<file path="src/rtl/tla_pkg.sv">
package tla_pkg;

    typedef enum logic [2:0] {
        PH_IDLE   = 3'd0,
        PH_HUNT   = 3'd1,
        PH_SKEW   = 3'd2,
        PH_VERIFY = 3'd3,
        PH_LOCKED = 3'd4,
        PH_FAIL   = 3'd5
    } phase_e;

    typedef enum logic [1:0] {
        MD_IDLE = 2'd0,
        MD_SYNC = 2'd1,
        MD_RAMP = 2'd2,
        MD_DATA = 2'd3
    } mode_e;

    typedef enum logic [1:0] {
        SK_NONE    = 2'd0,
        SK_HI_LATE = 2'd1,
        SK_LO_LATE = 2'd2
    } skew_e;

    function automatic skew_e skew_next(input skew_e cur);
        skew_e nxt;
        unique case (cur)
            SK_NONE:    nxt = SK_HI_LATE;
            SK_HI_LATE: nxt = SK_LO_LATE;
            default:    nxt = SK_NONE;
        endcase
        return nxt;
    endfunction

endpackage

</file>
<file path="src/rtl/tla_gearbox.sv">
module tla_gearbox #(
    parameter int               LANE_W   = 7,
    parameter logic [LANE_W-1:0] SYNC_PAT = '0,
    parameter int               MATCH_N  = 8
) (
    input  logic              clk,
    input  logic              rst_n,
    input  logic              clear,
    input  logic              hunt,
    input  logic [LANE_W-1:0] raw_i,
    output logic [LANE_W-1:0] word_o,
    output logic              locked_o,
    output logic              err_o
);
    localparam int SLIP_W = $clog2(LANE_W);
    localparam int CNT_W  = $clog2(MATCH_N + 1);

    logic [2*LANE_W-1:0] cat;
    logic [LANE_W-1:0]   prev_q;
    logic [LANE_W-1:0]   win;
    logic [LANE_W-1:0]   word_q;
    logic [SLIP_W-1:0]   slip_q;
    logic [CNT_W-1:0]    cnt_q;
    logic                locked_q;
    logic                err_q;

    assign cat = {prev_q, raw_i};
    assign win = cat[slip_q +: LANE_W];

    always_ff @(posedge clk or negedge rst_n) begin
        if (!rst_n) begin
            prev_q   <= '0;
            word_q   <= '0;
            slip_q   <= '0;
            cnt_q    <= '0;
            locked_q <= 1'b0;
            err_q    <= 1'b0;
        end else begin
            prev_q <= raw_i;
            word_q <= win;
            if (clear) begin
                slip_q   <= '0;
                cnt_q    <= '0;
                locked_q <= 1'b0;
                err_q    <= 1'b0;
            end else if (hunt && !locked_q && !err_q) begin
                if (win == SYNC_PAT) begin
                    if (cnt_q == CNT_W'(MATCH_N - 1)) begin
                        locked_q <= 1'b1;
                    end
                    cnt_q <= cnt_q + 1'b1;
                end else begin
                    cnt_q <= '0;
                    if (slip_q == SLIP_W'(LANE_W - 1)) begin
                        err_q <= 1'b1;
                    end else begin
                        slip_q <= slip_q + 1'b1;
                    end
                end
            end
        end
    end

    assign word_o   = word_q;
    assign locked_o = locked_q;
    assign err_o    = err_q;

endmodule

</file>
<file path="src/rtl/tla_deskew.sv">
module tla_deskew #(
    parameter int LANE_W = 7
) (
    input  logic                clk,
    input  logic                rst_n,
    input  logic [LANE_W-1:0]   hi_i,
    input  logic [LANE_W-1:0]   lo_i,
    input  logic [1:0]          sel_i,
    output logic [2*LANE_W-1:0] sample_o,
    output logic                step_ok_o
);
    localparam int SAMPLE_W = 2 * LANE_W;

    logic [LANE_W-1:0]   hi_d;
    logic [LANE_W-1:0]   lo_d;
    logic [SAMPLE_W-1:0] prev_q;
    logic [SAMPLE_W-1:0] smp;

    always_ff @(posedge clk or negedge rst_n) begin
        if (!rst_n) begin
            hi_d   <= '0;
            lo_d   <= '0;
            prev_q <= '0;
        end else begin
            hi_d   <= hi_i;
            lo_d   <= lo_i;
            prev_q <= smp;
        end
    end

    always_comb begin
        case (sel_i)
            2'd1:    smp = {hi_d, lo_i};
            2'd2:    smp = {hi_i, lo_d};
            default: smp = {hi_i, lo_i};
        endcase
    end

    assign sample_o  = smp;
    assign step_ok_o = (smp == SAMPLE_W'(prev_q + 1'b1));

endmodule

</file>
<file path="src/rtl/two_lane_aligner.sv">
module two_lane_aligner
    import tla_pkg::*;
#(
    parameter int                   LANE_W    = 7,
    parameter logic [2*LANE_W-1:0]  SYNC_WORD = 14'h3C78,
    parameter int                   MATCH_N   = 8,
    parameter int                   TRIAL_LEN = 4,
    parameter int                   RAMP_LEN  = 1024
) (
    input  logic                clk,
    input  logic                rst_n,
    input  logic [1:0]          mode_i,
    input  logic [LANE_W-1:0]   lane0_i,
    input  logic [LANE_W-1:0]   lane1_i,
    output logic [2*LANE_W-1:0] sample_o,
    output logic                valid_o,
    output logic [1:0]          lane_lock_o,
    output logic [1:0]          lane_err_o,
    output logic [1:0]          skew_o,
    output logic [2:0]          phase_o
);
    localparam int SAMPLE_W = 2 * LANE_W;
    localparam int CNT_W    = $clog2(RAMP_LEN + 1);

    mode_e                    mode;
    phase_e                   state_q, state_d;
    skew_e                    sel_q;
    logic [CNT_W-1:0]         cnt_q;
    logic                     settle_q;
    logic [1:0][LANE_W-1:0]   raw_w;
    logic [1:0][LANE_W-1:0]   word_w;
    logic [1:0]               lock;
    logic [1:0]               err;
    logic [SAMPLE_W-1:0]      smp;
    logic                     step_ok;

    assign mode     = mode_e'(mode_i);
    assign raw_w[0] = lane0_i;
    assign raw_w[1] = lane1_i;

    // One gearbox per lane; the upper lane hunts for the upper half of the sync word.
    for (genvar g = 0; g < 2; g++) begin : g_lane
        localparam logic [LANE_W-1:0] PAT = (g == 0) ? SYNC_WORD[SAMPLE_W-1 -: LANE_W]
                                                     : SYNC_WORD[LANE_W-1:0];
        tla_gearbox #(
            .LANE_W  (LANE_W),
            .SYNC_PAT(PAT),
            .MATCH_N (MATCH_N)
        ) u_gb (
            .clk     (clk),
            .rst_n   (rst_n),
            .clear   (state_q == PH_IDLE),
            .hunt    (state_q == PH_HUNT),
            .raw_i   (raw_w[g]),
            .word_o  (word_w[g]),
            .locked_o(lock[g]),
            .err_o   (err[g])
        );
    end

    tla_deskew #(.LANE_W(LANE_W)) u_dsk (
        .clk      (clk),
        .rst_n    (rst_n),
        .hi_i     (word_w[0]),
        .lo_i     (word_w[1]),
        .sel_i    (sel_q),
        .sample_o (smp),
        .step_ok_o(step_ok)
    );

    // Next-state logic
    always_comb begin
        state_d = state_q;
        if (mode == MD_IDLE) begin
            state_d = PH_IDLE;
        end else begin
            unique case (state_q)
                PH_IDLE: begin
                    if (mode == MD_SYNC) state_d = PH_HUNT;
                end
                PH_HUNT: begin
                    if (|err)       state_d = PH_FAIL;
                    else if (&lock) state_d = PH_SKEW;
                end
                PH_SKEW: begin
                    if (mode == MD_RAMP && !settle_q && step_ok &&
                        cnt_q == CNT_W'(TRIAL_LEN - 1))
                        state_d = PH_VERIFY;
                end
                PH_VERIFY: begin
                    if (mode == MD_RAMP) begin
                        if (!step_ok)                          state_d = PH_SKEW;
                        else if (cnt_q == CNT_W'(RAMP_LEN - 1)) state_d = PH_LOCKED;
                    end
                end
                PH_LOCKED: begin
                    if (mode == MD_RAMP && !step_ok) state_d = PH_SKEW;
                end
                PH_FAIL: begin
                    state_d = PH_FAIL;
                end
                default: state_d = PH_IDLE;
            endcase
        end
    end

    // State register
    always_ff @(posedge clk or negedge rst_n) begin
        if (!rst_n) state_q <= PH_IDLE;
        else        state_q <= state_d;
    end

    // Trial / confirmation counter and lane-delay setting
    always_ff @(posedge clk or negedge rst_n) begin
        if (!rst_n) begin
            cnt_q    <= '0;
            settle_q <= 1'b1;
            sel_q    <= SK_NONE;
        end else if (state_d != state_q) begin
            cnt_q    <= '0;
            settle_q <= 1'b1;
            if (state_d == PH_SKEW)
                sel_q <= (state_q == PH_HUNT) ? SK_NONE : skew_next(sel_q);
            else if (state_d == PH_IDLE)
                sel_q <= SK_NONE;
        end else if (mode == MD_RAMP) begin
            if (state_q == PH_SKEW) begin
                if (settle_q) begin
                    settle_q <= 1'b0;
                end else if (step_ok) begin
                    cnt_q <= cnt_q + 1'b1;
                end else begin
                    sel_q    <= skew_next(sel_q);
                    settle_q <= 1'b1;
                    cnt_q    <= '0;
                end
            end else if (state_q == PH_VERIFY) begin
                cnt_q <= cnt_q + 1'b1;
            end
        end
    end

    // Outputs
    always_comb begin
        sample_o    = smp;
        valid_o     = (state_q == PH_LOCKED) && !(mode == MD_RAMP && !step_ok);
        lane_lock_o = lock;
        lane_err_o  = err;
        skew_o      = sel_q;
        phase_o     = state_q;
    end

endmodule

</file>
<file path="config.mk">
export PLATFORM = sky130hd
export DESIGN_NAME = two_lane_aligner
export DESIGN_NICKNAME = d
export VERILOG_FILES = /design/src/rtl/tla_pkg.sv /design/src/rtl/tla_gearbox.sv /design/src/rtl/tla_deskew.sv /design/src/rtl/two_lane_aligner.sv
export SDC_FILE = /design/constraint.sdc
export NUM_CORES = 1
export LEC_CHECK = 0
export ABC_AREA = 1
export CAP_MARGIN = 20
export CORE_ASPECT_RATIO = 1.5
export CORE_MARGIN = 8
export CORE_UTILIZATION = 51
export DETAILED_ROUTE_END_ITERATION = 8
export GPL_ROUTABILITY_DRIVEN = 0
export GPL_TIMING_DRIVEN = 0
export PLACE_DENSITY = 0.74
export SKIP_CTS_REPAIR_TIMING = 1
export SYNTH_ARGS = -nofsm -noshare
export SYNTH_HDL_FRONTEND = slang
export SYNTH_SLANG_ARGS = --single-unit
export TNS_END_PERCENT = 100
</file>
<file path="constraint.sdc">
create_clock -name clk -period 4.6 [get_ports clk]
set_input_delay 0.92 -clock clk [delete_from_list [all_inputs] [get_ports clk]]
set_output_delay 0.92 -clock clk [all_outputs]
set_load 0.01 [all_outputs]
</file>
==> flow_metrics.tcl, run 1 <==
set metrics [dict create \
    outcome "finished, final reports clean" \
    io_pins 42 \
    grt-ovfl-total 0 \
    insertedDiodeCount 0 \
    cts_root_buf "clkbuf_16" \
    cts_buffer_depth 2 \
    power.total_mw 3.609 \
    syn_nets 714 \
    synth_ff_type "dfrtp_1" \
    via_per_inst 5.322 \
    ant_nets 0 \
    synth_cell_type_count 42 \
    die_w_um 97.88 \
    grt_use_total_pct 17.43 \
    maxSlewViolCount 0 \
    worstSetupPathType "flip-flop to primary output" \
    ys_top_cells_by_area "dfrtp_1 (44%), nand2_1 (17%), nand3_1 (5.3%)" \
    synth-seq-area-share_pct 44.43 \
    fmax_mhz 241.7 \
    final-hold-violation-count 0 \
    die_h_um 138.8 \
    reg2reg_slack_ps 1300 \
    crit_required_ps 3680 \
    synthTopCellsByCount "nand2_1 (237), dfrtp_1 (90), inv_1 (71)" \
    period_share_pct 89.96 \
    drc 0 \
    grt_antenna_before_repair 0 \
    maxCapViolations 0 \
    async_flop_share_pct 100.0 \
    power.density_nw_per_um2 598.2 \
    rsz0062_at_grt "false" \
    placement.io_buffers 41 \
    intPower_mw 2.136 \
    htreeDepth 3 \
    rows 45 \
    core_area_um2 9966 \
    start_kind "flip-flop" \
    clock_latency_ps 340 \
    pwr-share-clk_pct 21.1 \
    drive_above_1_share_pct 6.057 \
    wl_per_cell_um 13.11 \
    worst-slew-pin-transition_ps 554.8 \
    leakagePower_nw 2.986 \
    finalNetCount 768 \
    worstPathMaxFanout 10 \
    yosysTopAreaCellShare_pct 43.91 \
    avgSynthCellArea_um2 7.498 \
    grt_pass1_vias 4537 \
    critPathCaptureType "primary output" \
    drtPass1Iterations 4 \
    syn_area_um2 5129 \
    cts_tree "yes" \
    p_comb_share_pct 45.9 \
    setup_violations 0 \
    path_clk_slew_ps 60 \
    ys_seq_elements 91 \
    hold_path.class "flip-flop to flip-flop" \
    grt_max_degree 63 \
    cp.arrival_ps 3220 \
    vias 4577 \
    area_growth_pct 17.61 \
    p_switching_mw 1.473 \
    synth_most_common_cell "nand2_1" \
    final_core_util_pct 60.53 \
    cts_made_buffers 9 \
    wirelength_um 11270 \
    postSynthCellCount 684 \
    yosys.area.top_type "dfrtp_1" \
    post-route-min-period_ps 4138 \
    synth_edf_count 0 \
    yosys_warnings 0 \
    first_iter_violations 276 \
    relSlewSlack_pct 62.73 \
    swShare_pct 40.82 \
    skew_ps 6.360 \
    die_area_um2 13590 \
    grt_pass1_wl_um 19740 \
    start_util_pct 51.46 \
    peakVddDrop_uv 288.6 \
    cts_sinks 91 \
    hpwl_um 8663 \
    p_seq_share_pct 33.0 \
]
-- cell type report --
class,count,area (µm²)
multi-input cells,499,2465
well taps,117,146.4
flip-flops and latches,91,2278
inverters,76,285.3
fillers,905,3934
clock buffers,12,266.5
repair buffers,43,442.9
clock inverters,4,47.55
plain buffers,18,100.1
-- power groups by stage --
stage	clock network (mW)	registers, mW	logic [mW]
after floorplan	0	1.16	1.10
after global placement	0	1.19	1.61
after detailed placement	0	1.20	1.65
after CTS	0.775	1.19	1.67
after global routing	0.812	1.22	1.88
final	0.761	1.19	1.66
-- state kept, by name, summed over array words and instances, names as in the netlist --
signal                cells
u_dsk.hi_d                7
g_lane.u_gb.err_o         2
g_lane.u_gb.word_o       14
g_lane.u_gb.slip_q        6
phase_o                   3
g_lane.u_gb.locked_o      2
g_lane.u_gb.cnt_q         8
cnt_q                    11
u_dsk.prev_q             14
skew_o                    2
u_dsk.lo_d                7
g_lane.u_gb.prev_q       14
settle_q                  1
-- worst max-delay path, cell delays in order (launching register included) --
cell and delay [ps]:
dfrtp_1 480, inv_1 100, ha_1 360, buf_4 190, nand2_2 120, nand2_1 70
nand2_1 140, inv_1 50, nand2_1 90, nand3_1 80, nor2_1 110, nand3_1 150
inv_1 80, nand2_1 80, nand2_1 100, nand2_1 80, inv_1 60, clkdlybuf4s50_1 530
-- final timing paths --
kind	startpoint	endpoint	cells after the start
hold / removal	g_lane[1].u_gb.word_o[2]$_DFF_PN0_	u_dsk.lo_d[2]$_DFF_PN0_	0
min in group asynchronous	rst_n	g_lane[1].u_gb.prev_q[4]$_DFF_PN0_	1
hold reg to reg	g_lane[1].u_gb.word_o[2]$_DFF_PN0_	u_dsk.lo_d[2]$_DFF_PN0_	0
max in group asynchronous	rst_n	settle_q$_DFFE_PN1P_	2
setup reg to reg	skew_o[0]$_DFFE_PN0P_	cnt_q[7]$_DFFE_PN0P_	22
setup / recovery	skew_o[0]$_DFFE_PN0P_	valid_o	17
-- placed cells by master, fill, tap and decap left out, drive strengths merged, types with 5 or more instances in the layout --
cell           instances
nand2                242
dfrtp                 90
inv                   74
nand3                 56
o21ai                 51
nor2                  43
clkdlybuf4s50         40
clkbuf                22
a21oi                 18
nand4                 14
ha                    12
xor2                  11
buf                   11
nand3b                10
nor3                   8
nor4                   6
mux2i                  5
-- layer usage --
metal  global-route usage (%)  wire (µm)  vias up
met5                        0          0        -
met4                    7.013        297        0
met3                    3.970        353       25
met2                    32.33       6034       85
met1                    18.31       4589     2137
li1                         -          -     2330
-- logic make-up after synthesis --
logic type,count (synthesis),synth area share [%]
and+or+nand+nor,383,32.74
buffers and inverters,94,7.514
xor gates and xnor gates,14,2.391
muxes,5,0.9759
adders and majority gates,12,2.927
DFF,91,44.43
AOI/OAI and AO/OA,85,9.027
-- metrics by stage --
step           hold WS (ps)  worst slack (ps)  cells  cell area (µm²)  TNS, ps
2_1_floorplan         354.0              1669    684             5129        0
3_3_place_gp          361.0            -604.3    842             5685   -53570
3_5_place_dp          361.4             831.5    843             5710        0
4_1_cts               369.0             416.1    859             6025        0
5_1_grt               382.6             179.6    860             6032        0
6_report              370.3             462.1    860             6032        0
No activity file was read; power rests on OpenSTA's default activity.
==> inputs of run 2 (changes only) <==
--- a/config.mk
+++ b/config.mk
@@ -5,7 +5,6 @@
 export SDC_FILE = /design/constraint.sdc
 export NUM_CORES = 1
 export LEC_CHECK = 0
-export ABC_AREA = 1
 export CAP_MARGIN = 20
 export CORE_ASPECT_RATIO = 1.5
 export CORE_MARGIN = 8
@@ -13,7 +12,7 @@
 export DETAILED_ROUTE_END_ITERATION = 8
 export GPL_ROUTABILITY_DRIVEN = 0
 export GPL_TIMING_DRIVEN = 0
-export PLACE_DENSITY = 0.74
+export PLACE_DENSITY = 0.75
 export SKIP_CTS_REPAIR_TIMING = 1
 export SYNTH_ARGS = -nofsm -noshare
 export SYNTH_HDL_FRONTEND = slang
==> flow_metrics.tcl, run 2 <==
set metrics [dict create \
    leakagePower_nw 2.585 \
    drtPass1Iterations 4 \
    maxSlewViolCount 0 \
    cts_sinks 91 \
    grt_pass1_vias 3819 \
    synth_cell_type_count 62 \
    cts_made_buffers 9 \
    crit_family "simple AND/OR/NAND/NOR gates" \
    relSlewSlack_pct 46.14 \
    crit_top_cell "nor2_1" \
    synth-seq-area-share_pct 46.42 \
    wirelength_um 10760 \
    wl_per_cell_um 16.20 \
    hold_path.class "flip-flop to flip-flop" \
    slowest_stage "or4_4" \
    setup_ws_ps 124.6 \
    ys_top_cells_by_area "dfrtp_1 (46%), mux2i_1 (6.1%), xor2_1 (4.3%)" \
    cts_root_buf "clkbuf_16" \
    placement.io_buffers 41 \
    fmax_mhz 223.4 \
    worst-path-buf-inv 3 \
    post-route-min-period_ps 4475 \
    finalNetCount 574 \
    yosysTopAreaCellShare_pct 45.88 \
    die_h_um 136.2 \
    grt_max_degree 73 \
    start_kind "flip-flop" \
    ys_seq_elements 91 \
    crit_required_ps 3680 \
    pre_cts_slack_ps -109.6 \
    grt-ovfl-total 0 \
    power.total_mw 4.118 \
    synth_ff_type "dfrtp_1" \
    mostFrequentLayoutCells "dfrtp_1 (90), nand2_1 (51), nor2_1 (45)" \
    cp.arrival_ps 3560 \
    core_area_um2 9524 \
    area_growth_pct 18.74 \
    skew_ps 8.003 \
    syn_nets 516 \
    grt_antenna_before_repair 0 \
    hold_slack_ps 379.0 \
    drc 0 \
    outcome "finished, final reports clean" \
    synth_most_common_cell "dfrtp_1" \
    maxCapViolations 0 \
    syn_area_um2 4908 \
    start_util_pct 51.54 \
    crit_chain "inv_1 > ha_1 > and2_4 > buf_6 > a22o_4 > xor2_2 > xor2_1 > or4_4 > a2111oi_4 > nor3b_4 > nor2_1 > nor2_1 > dlymetal6s2s_1" \
    period_share_pct 97.29 \
    peakVddDrop_uv 454.7 \
    worstSetupPathType "flip-flop to primary output" \
    vias 3814 \
    io_pins 42 \
    yosys.area.top_type "dfrtp_1" \
    grt_pass1_wl_um 17550 \
    avgSynthCellArea_um2 10.10 \
    hpwl_um 8193 \
    grt_use_total_pct 17.15 \
    rows 44 \
    critPathCaptureType "primary output" \
    setup_violations 0 \
    path_clk_slew_ps 70 \
    via_per_inst 5.744 \
    final-hold-violation-count 0 \
    power.density_nw_per_um2 706.6 \
    postSynthCellCount 486 \
    final_common_cell "dfrtp_1" \
    ant_nets 0 \
    worst-slew-pin-transition_ps 804.2 \
    yosys_warnings 0 \
    cts_buffer_depth 2 \
    die_w_um 96.10 \
    first_iter_violations 173 \
    drive_above_1_share_pct 11.48 \
    cts_tree "yes" \
    synth_edf_count 0 \
    async_flop_share_pct 100.0 \
    synthTopCellsByCount "dfrtp_1 (90), nand2_1 (51), nor2_1 (45)" \
    htreeDepth 3 \
    die_area_um2 13080 \
    worstPathMaxFanout 7 \
    max_stage_delay_ps 540 \
    clock_latency_ps 350 \
    insertedDiodeCount 0 \
]
run 2: changes by cell type after synthesis, moves of 10 or more:
cell	before	now
o21ai_0	41	22
nand3_1	54	11
o21ai_1	10	0
inv_1	71	19
nand3b_1	10	0
nand2_1	237	51
xor2_1	11	24
mux2i_1	5	30
a22o_1	0	10
run 2: cell families (layout without fill, tap and decap cells):
| kind of cell | Yosys count | in the layout | synth area share (%) |
|---|---|---|---|
| xor+xnor | 37 | 37 | 6.755 |
| buf+inv | 43 | 106 | 3.976 |
| simple gates | 175 | 175 | 17.77 |
| compound gates | 87 | 87 | 12.92 |
| fa+ha+maj | 12 | 12 | 3.059 |
| flops | 91 | 91 | 46.42 |
| mux | 41 | 41 | 9.100 |
run 2: routing by layer:
metal  up-vias  global-route usage [%]  part of all wire [%]
met3        37                   3.980                   3.7
met4         0                   10.04                   4.4
li1       1849                       -                     -
met1      1839                   18.53                    39
met5         -                       0                     0
met2        89                   29.41                    53
run 2: cell type report:
type	instances	area, µm²
Buffer	22	116.4
Timing Repair Buffer	47	473.0
Multi-Input combinational cell	352	2444
Clock inverter	6	55.05
Fill cell	801	3696
Clock buffer	10	239.0
Inverter	21	78.83
Sequential cell	91	2278
Tap cell	115	143.9
run 2: path summary, 6_finish.rpt:
check | start | to | slack (ps) | depth (start not counted)
setup reg to reg | skew_o[0]$_DFFE_PN0P_ | cnt_q[9]$_DFFE_PN0P_ | 430 | 16
setup / recovery | skew_o[0]$_DFFE_PN0P_ | valid_o | 120 | 13
min in group asynchronous | rst_n | u_dsk.prev_q[2]$_DFF_PN0_ | 450 | 1
hold / removal | g_lane[0].u_gb.word_o[5]$_DFF_PN0_ | u_dsk.hi_d[5]$_DFF_PN0_ | 380 | 0
max in group asynchronous | rst_n | g_lane[1].u_gb.cnt_q[2]$_DFFE_PN0P_ | 3530 | 2
hold reg to reg | g_lane[0].u_gb.word_o[5]$_DFF_PN0_ | u_dsk.hi_d[5]$_DFF_PN0_ | 380 | 0
run 2: worst reg2reg max path, delay by kind of cell, from the launching register on:
family | cells | cell delay (ps)
and+or+nand+nor | 4 | 1120
AOI/OAI and AO/OA | 3 | 800
muxes | 1 | 330
xor gates and xnor gates | 3 | 470
buffers and inverters | 4 | 600
adders and majority gates | 1 | 340
DFF | 1 | 410
run 2: power breakdown:
group	switching [mW]	internal, mW
combinational	1.25	0.927
clock	0.330	0.392
sequential	0.173	1.05
run 2: through the flow:
stage	area, µm²	utilization [%]	TNS [ps]	cells
finish	5828	61.19	0	664
global route	5828	61.19	-24.57	664
CTS	5782	60.71	-488.3	659
detailed placement	5488	57.62	-109.6	643
global placement	5463	57.36	-53760	642
floorplan	4908	-	0	486
==> inputs of run 3 (changes only) <==
--- a/config.mk
+++ b/config.mk
@@ -8,11 +8,11 @@
 export CAP_MARGIN = 20
 export CORE_ASPECT_RATIO = 1.5
 export CORE_MARGIN = 8
-export CORE_UTILIZATION = 51
+export CORE_UTILIZATION = 55
 export DETAILED_ROUTE_END_ITERATION = 8
 export GPL_ROUTABILITY_DRIVEN = 0
 export GPL_TIMING_DRIVEN = 0
-export PLACE_DENSITY = 0.75
+export PLACE_DENSITY = 0.79
 export SKIP_CTS_REPAIR_TIMING = 1
 export SYNTH_ARGS = -nofsm -noshare
 export SYNTH_HDL_FRONTEND = slang
==> flow_metrics.tcl, run 3 (synthesis results as in run 2) <==
set metrics [dict create \
    first_iter_violations 270 \
    start_util_pct 55.93 \
    worst-path-buf-inv 3 \
    leakagePower_nw 2.596 \
    intPower_mw 2.472 \
    reg2reg_slack_ps 480 \
    setup_violations 0 \
    place_inst 638 \
    skew_ps 4.888 \
    grt_pass1_wl_um 18300 \
    hold_path_startpoint "g_lane[0].u_gb.word_o[2]$_DFF_PN0_" \
    die_h_um 131.7 \
    ff_latch_area_um2 2278 \
    p_switching_mw 1.717 \
    path_clk_slew_ps 60 \
    hold_path.class "flip-flop to flip-flop" \
    core_area_um2 8776 \
    htreeDepth 3 \
    fin_cells 658 \
    swShare_pct 40.98 \
    vias 3889 \
    hpwl_um 8214 \
    holdPathEnd "u_dsk.hi_d[2]$_DFF_PN0_" \
    p_seq_share_pct 29.2 \
    nFillCells 670 \
    grt_pass1_vias 3966 \
    insertedDiodeCount 0 \
    rows 42 \
    worstPathMaxFanout 7 \
    final-hold-violation-count 0 \
    die_w_um 93.14 \
    grt_antenna_before_repair 0 \
    crit_family "simple AND/OR/NAND/NOR gates" \
    mostFrequentLayoutCells "dfrtp_1 (90), nand2_1 (51), nor2_1 (45)" \
    rr_endpoint "cnt_q[9]$_DFFE_PN0P_" \
    fin_setup_tns_ps 0 \
    ant_nets 0 \
    period_share_pct 95.34 \
    wirelength_um 10880 \
    maxCapViolations 0 \
    post-route-min-period_ps 4386 \
    wl_per_cell_um 16.53 \
    place_area_um2 5482 \
    io_pins 42 \
    cts_tree "yes" \
    maxSlewViolCount 0 \
    rr_worst_depth 16 \
    relSlewSlack_pct 19.03 \
    grt_use_total_pct 18.28 \
    power.total_mw 4.188 \
    cp.arrival_ps 3470 \
    outcome "finished, final reports clean" \
    drc 0 \
    drtPass1Iterations 4 \
    cts_root_buf "clkbuf_16" \
    via_per_inst 5.910 \
    power.density_nw_per_um2 717.0 \
    pwr-share-clk_pct 18.7 \
    max_stage_delay_ps 540 \
    fmax_mhz 228.0 \
    worstSetupPathType "flip-flop to primary output" \
    critPathCaptureType "primary output" \
    final_common_cell "dfrtp_1" \
    grt-ovfl-total 0 \
    crit_top_cell "nor2_1" \
    multi_input_area_um2 2439 \
    start_kind "flip-flop" \
    finalNetCount 574 \
    cts_made_buffers 9 \
    area_growth_pct 19.02 \
    crit_chain "inv_1 > ha_1 > and2_4 > buf_6 > a22o_4 > xor2_2 > xor2_1 > or4_4 > a2111oi_4 > nor3b_4 > nor2_1 > nor2_1 > dlymetal6s2s_1" \
    p_comb_share_pct 52.1 \
    placement.io_buffers 41 \
    reg2reg_from "skew_o[0]$_DFFE_PN0P_" \
    peakVddDrop_uv 370.6 \
    crit_required_ps 3680 \
    drive_above_1_share_pct 10.95 \
    slowest_stage "or4_4" \
    final_design_area_no_fill_um2 5842 \
    worst-slew-pin-transition_ps 1205 \
    cts_buffer_depth 2 \
    clock_latency_ps 340 \
    die_area_um2 12270 \
    grt_max_degree 72 \
    holdPathStages 0 \
    cts_sinks 91 \
]
-- run 3: changes by cell type in the layout (fill, tap and decap cells not counted) --
cell,delta
bufinv_16,+2
clkinv_4,-2
inv_6,-2
a22oi_1,+1
a22oi_2,-1
buf_2,-1
buf_4,+1
clkbuf_1,+1
clkinv_2,+1
inv_8,-1
-- run 3: area by class of cell --
class	count	share of cell area, %
buffer	22	1.992
clock buffer	11	4.155
clock inverter	4	1.264
inverter	21	1.349
multi-input combinational	352	41.74
sequential	91	39.00
tap	110	2.356
timing repair buffer	47	8.139
-- run 3: worst max path at each step --
| stage | cells after the start | from | end | slack, ps |
|---|---|---|---|---|
| floorplan | 12 | skew_o[0]$_DFFE_PN0P_ | valid_o | 610 |
| global placement | 1 | rst_n | g_lane[1].u_gb.cnt_q[3]$_DFFE_PN0P_ | -590 |
| detailed placement | 13 | skew_o[0]$_DFFE_PN0P_ | valid_o | -120 |
| CTS | 13 | skew_o[0]$_DFFE_PN0P_ | valid_o | -500 |
| global route | 13 | skew_o[0]$_DFFE_PN0P_ | valid_o | -8 |
| finish | 13 | skew_o[0]$_DFFE_PN0P_ | valid_o | 210 |
-- run 3: power groups by stage --
| stage | Clock, mW | Sequential (mW) | Combinational, mW |
|---|---|---|---|
| 3_3_place_gp | 0 | 1.22 | 2.07 |
| 5_1_grt | 0.834 | 1.25 | 2.38 |
| 3_5_place_dp | 0 | 1.24 | 2.14 |
| 6_report | 0.784 | 1.22 | 2.18 |
| 2_1_floorplan | 0 | 1.20 | 1.50 |
| 4_1_cts | 0.799 | 1.23 | 2.16 |
-- run 3: worst reg2reg max path: cells and delay by family (launching register included) --
kind,cells,cell delay [ps]
simple gates,4,1120
compound gates,3,760
buf+inv,4,590
xor+xnor,3,480
flops,1,380
fa+ha+maj,1,340
mux,1,340
-- run 3: routing by layer --
metal | vias up | wire length (µm) | GRT usage [%]
met2 | 95 | 5829 | 32.96
met1 | 1925 | 4330 | 19.56
met4 | 0 | 379 | 9.991
met3 | 30 | 338 | 2.737
li1 | 1839 | - | -
met5 | - | 0 | 0
-- run 3: stage by stage --
stage | hold WS (ps) | worst slack [ps] | utilization [%]
2_1_floorplan | 354.5 | 606.3 | -
3_5_place_dp | 366.1 | -124.6 | 62.46
3_3_place_gp | 362.5 | -586.7 | 62.18
4_1_cts | 377.8 | -495.9 | 66.07
5_1_grt | 385.6 | -7.919 | 66.57
6_report | 374.8 | 214.3 | 66.57
